==> src/rtl/dbic_pkg.sv <==
package dbic_pkg;
  localparam int BANK_W    = 32;
  localparam int NUM_BANKS = 2;

  typedef enum logic [3:0] {
    SEL_EVENTS = 4'h0,
    SEL_MASK   = 4'h4,
    SEL_CLEAR  = 4'h8,
    SEL_LEVELS = 4'hC
  } reg_sel_e;

  // Constant level-triggered set per bank
  function automatic logic [BANK_W-1:0] lt_set(input int bank);
    return (bank == 1) ? 32'h1FF0_0000 : '0;
  endfunction
endpackage

==> src/rtl/dbic_sync.sv <==
module dbic_sync #(
  parameter int W      = 64,
  parameter int STAGES = 2
) (
  input  logic         clk,
  input  logic         rst_n,
  input  logic [W-1:0] d,
  output logic [W-1:0] q
);
  logic [STAGES-1:0][W-1:0] stage_q;
  logic [STAGES-1:0][W-1:0] stage_d;

  always_comb begin
    stage_d[0] = d;
    for (int i = 1; i < STAGES; i++) stage_d[i] = stage_q[i-1];
  end

  always_ff @(posedge clk or negedge rst_n) begin
    if (!rst_n) stage_q <= '0;
    else        stage_q <= stage_d;
  end

  assign q = stage_q[STAGES-1];
endmodule

==> src/rtl/dbic_bank.sv <==
module dbic_bank #(
  parameter int                BW = 32,
  parameter logic [BW-1:0]     LT = '0
) (
  input  logic          clk,
  input  logic          rst_n,
  input  logic [BW-1:0] lvl_in,
  input  logic          mask_we,
  input  logic          clr_we,
  input  logic [BW-1:0] wdata,
  output logic [BW-1:0] ev_q,
  output logic [BW-1:0] mk_q,
  output logic [BW-1:0] lv_q,
  output logic          pending
);
  logic [BW-1:0] ev_d, mk_d, clr_bits, rise;

  always_comb begin
    clr_bits = clr_we ? (wdata & ~LT) : '0;
    rise     = lvl_in & ~lv_q & ~LT;
    ev_d     = (ev_q & ~clr_bits) | rise;
    mk_d     = mask_we ? wdata : mk_q;
  end

  always_ff @(posedge clk or negedge rst_n) begin
    if (!rst_n) begin
      ev_q <= '0;
      mk_q <= '0;
      lv_q <= '0;
    end else begin
      ev_q <= ev_d;
      mk_q <= mk_d;
      lv_q <= lvl_in;
    end
  end

  assign pending = |((ev_q | (lv_q & LT)) & mk_q);
endmodule

==> src/rtl/dbic_regif.sv <==
module dbic_regif
  import dbic_pkg::*;
#(
  parameter int ADDR_W = 12,
  parameter int NB     = 2,
  parameter int BW     = 32
) (
  input  logic                   clk,
  input  logic                   rst_n,
  input  logic                   wr_en,
  input  logic                   rd_en,
  input  logic [ADDR_W-1:0]      addr,
  input  logic [NB-1:0][BW-1:0]  ev,
  input  logic [NB-1:0][BW-1:0]  mk,
  input  logic [NB-1:0][BW-1:0]  lv,
  output logic [NB-1:0]          mask_we,
  output logic [NB-1:0]          clr_we,
  output logic [BW-1:0]          rdata
);
  localparam int IDX_W  = ADDR_W - 4;
  localparam int BSEL_W = (NB > 1) ? $clog2(NB) : 1;

  logic [IDX_W-1:0]  idx;
  logic [BSEL_W-1:0] bsel;
  logic              hit;
  reg_sel_e          sel;
  logic [BW-1:0]     rd_d, rd_q;

  // Bank index: (addr - 0x10) >> 4, wrapping below 0x10
  assign idx  = addr[ADDR_W-1:4] - IDX_W'(1);
  assign bsel = idx[BSEL_W-1:0];
  assign hit  = (idx < IDX_W'(NB));
  assign sel  = reg_sel_e'(addr[3:0]);

  for (genvar b = 0; b < NB; b++) begin : g_strobe
    assign mask_we[b] = wr_en && hit && (idx == IDX_W'(b)) && (sel == SEL_MASK);
    assign clr_we[b]  = wr_en && hit && (idx == IDX_W'(b)) && (sel == SEL_CLEAR);
  end

  always_comb begin
    rd_d = '0;
    if (hit) begin
      case (sel)
        SEL_EVENTS: rd_d = ev[bsel];
        SEL_MASK:   rd_d = mk[bsel];
        SEL_LEVELS: rd_d = lv[bsel];
        default:    rd_d = '0;
      endcase
    end
  end

  always_ff @(posedge clk or negedge rst_n) begin
    if (!rst_n)     rd_q <= '0;
    else if (rd_en) rd_q <= rd_d;
  end

  assign rdata = rd_q;
endmodule

==> src/rtl/dual_bank_intc.sv <==
module dual_bank_intc
  import dbic_pkg::*;
#(
  parameter int ADDR_W      = 12,
  parameter int SYNC_STAGES = 2
) (
  input  logic                        clk,
  input  logic                        rst_n,
  input  logic [NUM_BANKS*BANK_W-1:0] irq_in,
  input  logic                        wr_en,
  input  logic                        rd_en,
  input  logic [ADDR_W-1:0]           addr,
  input  logic [BANK_W-1:0]           wdata,
  output logic [BANK_W-1:0]           rdata,
  output logic                        irq_out
);
  localparam int NL = NUM_BANKS * BANK_W;

  logic [NL-1:0]                     lvl_sync;
  logic [NUM_BANKS-1:0][BANK_W-1:0]  ev, mk, lv;
  logic [NUM_BANKS-1:0]              mask_we, clr_we, pend;
  logic [NL-1:0]                     ev_flat, mk_flat, lv_flat;
  logic                              pend_any, irq_q;

  dbic_sync #(.W(NL), .STAGES(SYNC_STAGES)) u_sync (
    .clk(clk), .rst_n(rst_n), .d(irq_in), .q(lvl_sync)
  );

  // Line n goes to bank (NUM_BANKS-1 - n/BANK_W)
  for (genvar b = 0; b < NUM_BANKS; b++) begin : g_bank
    dbic_bank #(.BW(BANK_W), .LT(lt_set(b))) u_bank (
      .clk(clk), .rst_n(rst_n),
      .lvl_in(lvl_sync[(NUM_BANKS-1-b)*BANK_W +: BANK_W]),
      .mask_we(mask_we[b]), .clr_we(clr_we[b]), .wdata(wdata),
      .ev_q(ev[b]), .mk_q(mk[b]), .lv_q(lv[b]), .pending(pend[b])
    );
  end

  dbic_regif #(.ADDR_W(ADDR_W), .NB(NUM_BANKS), .BW(BANK_W)) u_regif (
    .clk(clk), .rst_n(rst_n), .wr_en(wr_en), .rd_en(rd_en), .addr(addr),
    .ev(ev), .mk(mk), .lv(lv), .mask_we(mask_we), .clr_we(clr_we),
    .rdata(rdata)
  );

  assign pend_any = |pend;
  assign ev_flat  = ev;
  assign mk_flat  = mk;
  assign lv_flat  = lv;

  always_ff @(posedge clk or negedge rst_n) begin
    if (!rst_n) irq_q <= 1'b0;
    else        irq_q <= pend_any;
  end

  assign irq_out = irq_q;
endmodule

==> config.mk <==
export PLATFORM = sky130hd
export DESIGN_NAME = dual_bank_intc
export DESIGN_NICKNAME = d
export VERILOG_FILES = /design/src/rtl/dbic_pkg.sv /design/src/rtl/dbic_sync.sv /design/src/rtl/dbic_bank.sv /design/src/rtl/dbic_regif.sv /design/src/rtl/dual_bank_intc.sv
export SDC_FILE = /design/constraint.sdc
export NUM_CORES = 1
export LEC_CHECK = 0
export ABC_CLOCK_PERIOD_IN_PS = 1500
export CAP_MARGIN = 30
export CORE_UTILIZATION = 45
export DETAILED_ROUTE_END_ITERATION = 16
export PLACE_DENSITY = 0.69
export SETUP_SLACK_MARGIN = 0.02
export SYNTH_ARGS = -nofsm -noshare
export SYNTH_HDL_FRONTEND = slang
export SYNTH_SLANG_ARGS = --single-unit
==> constraint.sdc <==
create_clock -name clk -period 1.5 [get_ports clk]
set_clock_uncertainty 0.1 [all_clocks]
set_input_delay 0.225 -clock clk [delete_from_list [all_inputs] [get_ports clk]]
set_output_delay 0.225 -clock clk [all_outputs]
set_load 0.1 [all_outputs]
==> impl_results.md <==
- Failing checks: negative setup slack
- Clk_lat worst skew: 0.52 ns
- Final Setup Violations: 152
- Worst endpoint required time: 1.78 ns
- Cells after DPL: 1555
- Status: complete, but fails checks
- Place WS: -1.05 ns
- Chip Height: 171 um
- Hold/Removal Path Class: primary input to flip-flop
- Setup WS post-layout: -0.532 ns
- Final Hold Vio Count: 0
- Clock Sinks: 344
- Yosys warning count: 0
- Cell variety after synth: 38
- Cells after Synth: 902
- Number of nets with antenna violations after routing: 0
- Static leakage: 8.29 nW
- PwrDens: 1070 nW/um2
- Pin count of the biggest net entering global routing: 75
- Area Overhead vs Synth: 48.2%
- Slew @ Worst Pin: 0.795 ns
- Post-Syn Nets: 1017
- GRT Util Overall: 26.8%
- Maximum VDD drop: 817 uV
- CP Launch Type: flip-flop
- Worst Path Arrival: 2.31 ns
- Inserted Clock Buffers: 36
- Hold Startpoint: irq_in[4]
- Tmin final: 2.03 ns
- CP max FO: 2
- Crit share post-route: 135%
- DR vias: 9325
- Non-filler cells, final: 1648
- Initial antenna violation count: 1
- Core Area: 28000 um2
- Antenna cell count: 0
- Count of pins over their slew limit: 0
- Routed WL: 38.5 mm
- Port-buffer cells: 144
- Boundary pin count: 145
- First-pass GRT wire length: 58.6 mm
- CTS root buffer: clkbuf_16
- CTS H-Tree Depth: 2
- CP startpoint: g_bank[0].u_bank.ev_q[29]
- Die area: 29400 um2
- GPL Wtd Cong: 0.852
- Share of cells above drive strength 1: 38.0%
- Nets: 1362
- Reg-to-Reg Start: g_bank[0].u_bank.ev_q[29]
- Setup Crit Path Kind: flip-flop to flip-flop
- #FFs+latches synth: 344
- CP Capture Type: flip-flop
- Number of global-route vias before repair: 10000
- Gr ovfl total: 0
- WL/cell: 23.4 um
- Mean Syn Cell Area: 14.3 um2
- Maxcap violations: 0
- Die W: 171 um
- Max Clk Rate: 0.492 GHz
- First-pass DRT Iterations: 5
- RSZ-0062 raised after global routing: true
- R2r setup slk: -0.53 ns
- Final HPWL from detailed placement: 22.9 mm
- Worst-path clk slew: 0.06 ns
- Vias per cell: 5.66
- CTS tree: done
- Maximum buffer depth of the clock tree: 3
- # rows: 61
- Rel. slew slack: 47.0%
- Syn Std Cell Area: 12900 um2
- Iteration-0 DRC Markers: 768
- DRC violations left: 0
- Sequential fraction of the synthesis area: 66.6%
- Initial Util: 46.1%
registers in the layout (all words and copies together), names as in the netlist:
| name | count |
|---|---|
| g_bank.u_bank.ev_q | 55 |
| g_bank.u_bank.lv_q | 64 |
| u_sync.q | 64 |
| g_bank.u_bank.mk_q | 64 |
| u_sync.stage_d | 64 |
| u_regif.rdata | 32 |
| irq_out | 1 |
routing by layer:
metal	vias to the layer above	share of wire (%)	global-route usage, %
met1	4803	41	35.7
met3	108	6.6	4.56
met4	2	4.7	11.7
li1	4024	-	-
met2	388	48	43.2
met5	-	0.039	0
path summary, 6_finish.rpt:
check                                       endpoint  cells after the start
hold / removal                    u_sync.stage_d[68]                      1
setup / recovery                             irq_out                      4
hold reg to reg            g_bank[1].u_bank.lv_q[24]                      0
min in group asynchronous  g_bank[1].u_bank.mk_q[15]                      2
setup reg to reg                             irq_out                      4
max in group asynchronous   g_bank[1].u_bank.ev_q[6]                      3
synthesized netlist by cell type:
master / count / area (um2)
a211oi_1: 9 / 67.6
a221o_1: 55 / 551
a221oi_1: 62 / 543
a22o_1: 16 / 140
a22oi_1: 9 / 67.6
a2bb2oi_1: 9 / 78.8
and2_1: 2 / 12.5
and3_1: 2 / 12.5
and4_1: 1 / 8.76
and4b_1: 1 / 10.0
buf_1: 1 / 3.75
buf_2: 14 / 70.1
buf_4: 3 / 22.5
buf_6: 4 / 45.0
clkbuf_1: 26 / 97.6
dfrtp_1: 344 / 8610
ha_1: 3 / 37.5
inv_1: 99 / 372
mux2_1: 35 / 394
mux2_2: 75 / 845
nand2_1: 3 / 11.3
nand2b_1: 1 / 6.26
nand3b_1: 1 / 7.51
nand4_1: 7 / 43.8
nor2_1: 3 / 11.3
nor2b_1: 64 / 400
nor3_1: 1 / 5.00
nor3b_1: 2 / 15.0
nor4_1: 2 / 12.5
nor4bb_1: 1 / 10.0
o2111a_1: 1 / 11.3
o21a_1: 1 / 7.51
o21ai_0: 1 / 5.00
o22ai_1: 9 / 56.3
o31ai_2: 1 / 12.5
o32ai_1: 32 / 280
o41ai_4: 1 / 27.5
or4_1: 1 / 7.51
final cells by class:
type	instances	area, um2
clock buffers	51	1060
clock inverters	10	183
fillers	1848	8870
inverters	99	379
multi-input cells	411	4510
flip-flops and latches	344	8610
well taps	378	473
repair buffers	355	3930
power breakdown:
group / switching [W] / internal, W / total (W) / leakage, nW
Sequential: 0.000152 / 0.00955 / 0.00970 / 4.07
Combinational: 0.000751 / 0.000663 / 0.00141 / 3.61
Clock: 0.00357 / 0.00576 / 0.00934 / 0.612
layout by cell type, fill, tap and decap left out, types with 2 or more instances in the layout:
| master | instances |
|---|---|
| dfrtp_1 | 339 |
| buf_4 | 156 |
| inv_1 | 97 |
| clkdlybuf4s50_1 | 97 |
| nor2b_1 | 64 |
| mux2_4 | 64 |
| buf_12 | 61 |
| a221o_1 | 55 |
| a221oi_1 | 50 |
| mux2_2 | 46 |
| clkbuf_16 | 39 |
| o32ai_2 | 21 |
| a22o_1 | 16 |
| buf_6 | 15 |
| o32ai_4 | 11 |
| a221oi_2 | 10 |
| a22oi_1 | 9 |
| o22ai_1 | 9 |
| a2bb2oi_1 | 9 |
| a211oi_1 | 9 |
| clkbuf_8 | 8 |
| nand4_1 | 7 |
| clkbuf_1 | 6 |
| buf_16 | 6 |
| bufinv_16 | 5 |
| buf_8 | 5 |
| dlygate4sd2_1 | 5 |
| dfrtp_2 | 5 |
| inv_6 | 3 |
| clkinv_2 | 3 |
| buf_2 | 3 |
| nor3b_2 | 2 |
| a221oi_4 | 2 |
| and2_1 | 2 |
| ha_4 | 2 |
critical path, stage by stage (launching register included):
cell	delay (ns)
dfrtp_1	0.39
a22o_1	0.27
a221oi_1	0.33
nand4_1	0.22
or4_4	0.58
timing repair:
action | 4_1_cts | 5_1_grt
hold buffers | 1 | 0
resized for setup | 95 | 35
cloned | 11 | 3
pin swaps | 16 | 18
endpoints found under the hold margin | 344 | 0
setup buffers | 21 | 4
setup endpoints to repair | 158 | 164
metrics by stage:
stage / util (%) / hold WS (ns) / TNS [ns] / cell area, um2 / total power, W
final: 68.3 / 0.0401 / -30.51 / 19100 / 0.0205
after global routing: 68.3 / 0.0283 / -37.27 / 19100 / 0.0211
after detailed placement: 60.5 / -0.0214 / -141.48 / 16900 / 0.0112
after CTS: 67.9 / 0.0273 / -19.83 / 19000 / 0.0205
after floorplan: - / -0.171 / -79.15 / 13500 / 0.0103
after global placement: 60.5 / -0.0195 / -138.43 / 16900 / 0.0112
logic make-up after synthesis:
family	Yosys count	share of synthesized area, %
compound gates	206	14.3
mux	110	9.59
fa+ha+maj	3	0.291
simple gates	92	4.45
buf+inv	147	4.73
flops	344	66.6
Note: power is estimated with default switching activity, not from simulation.
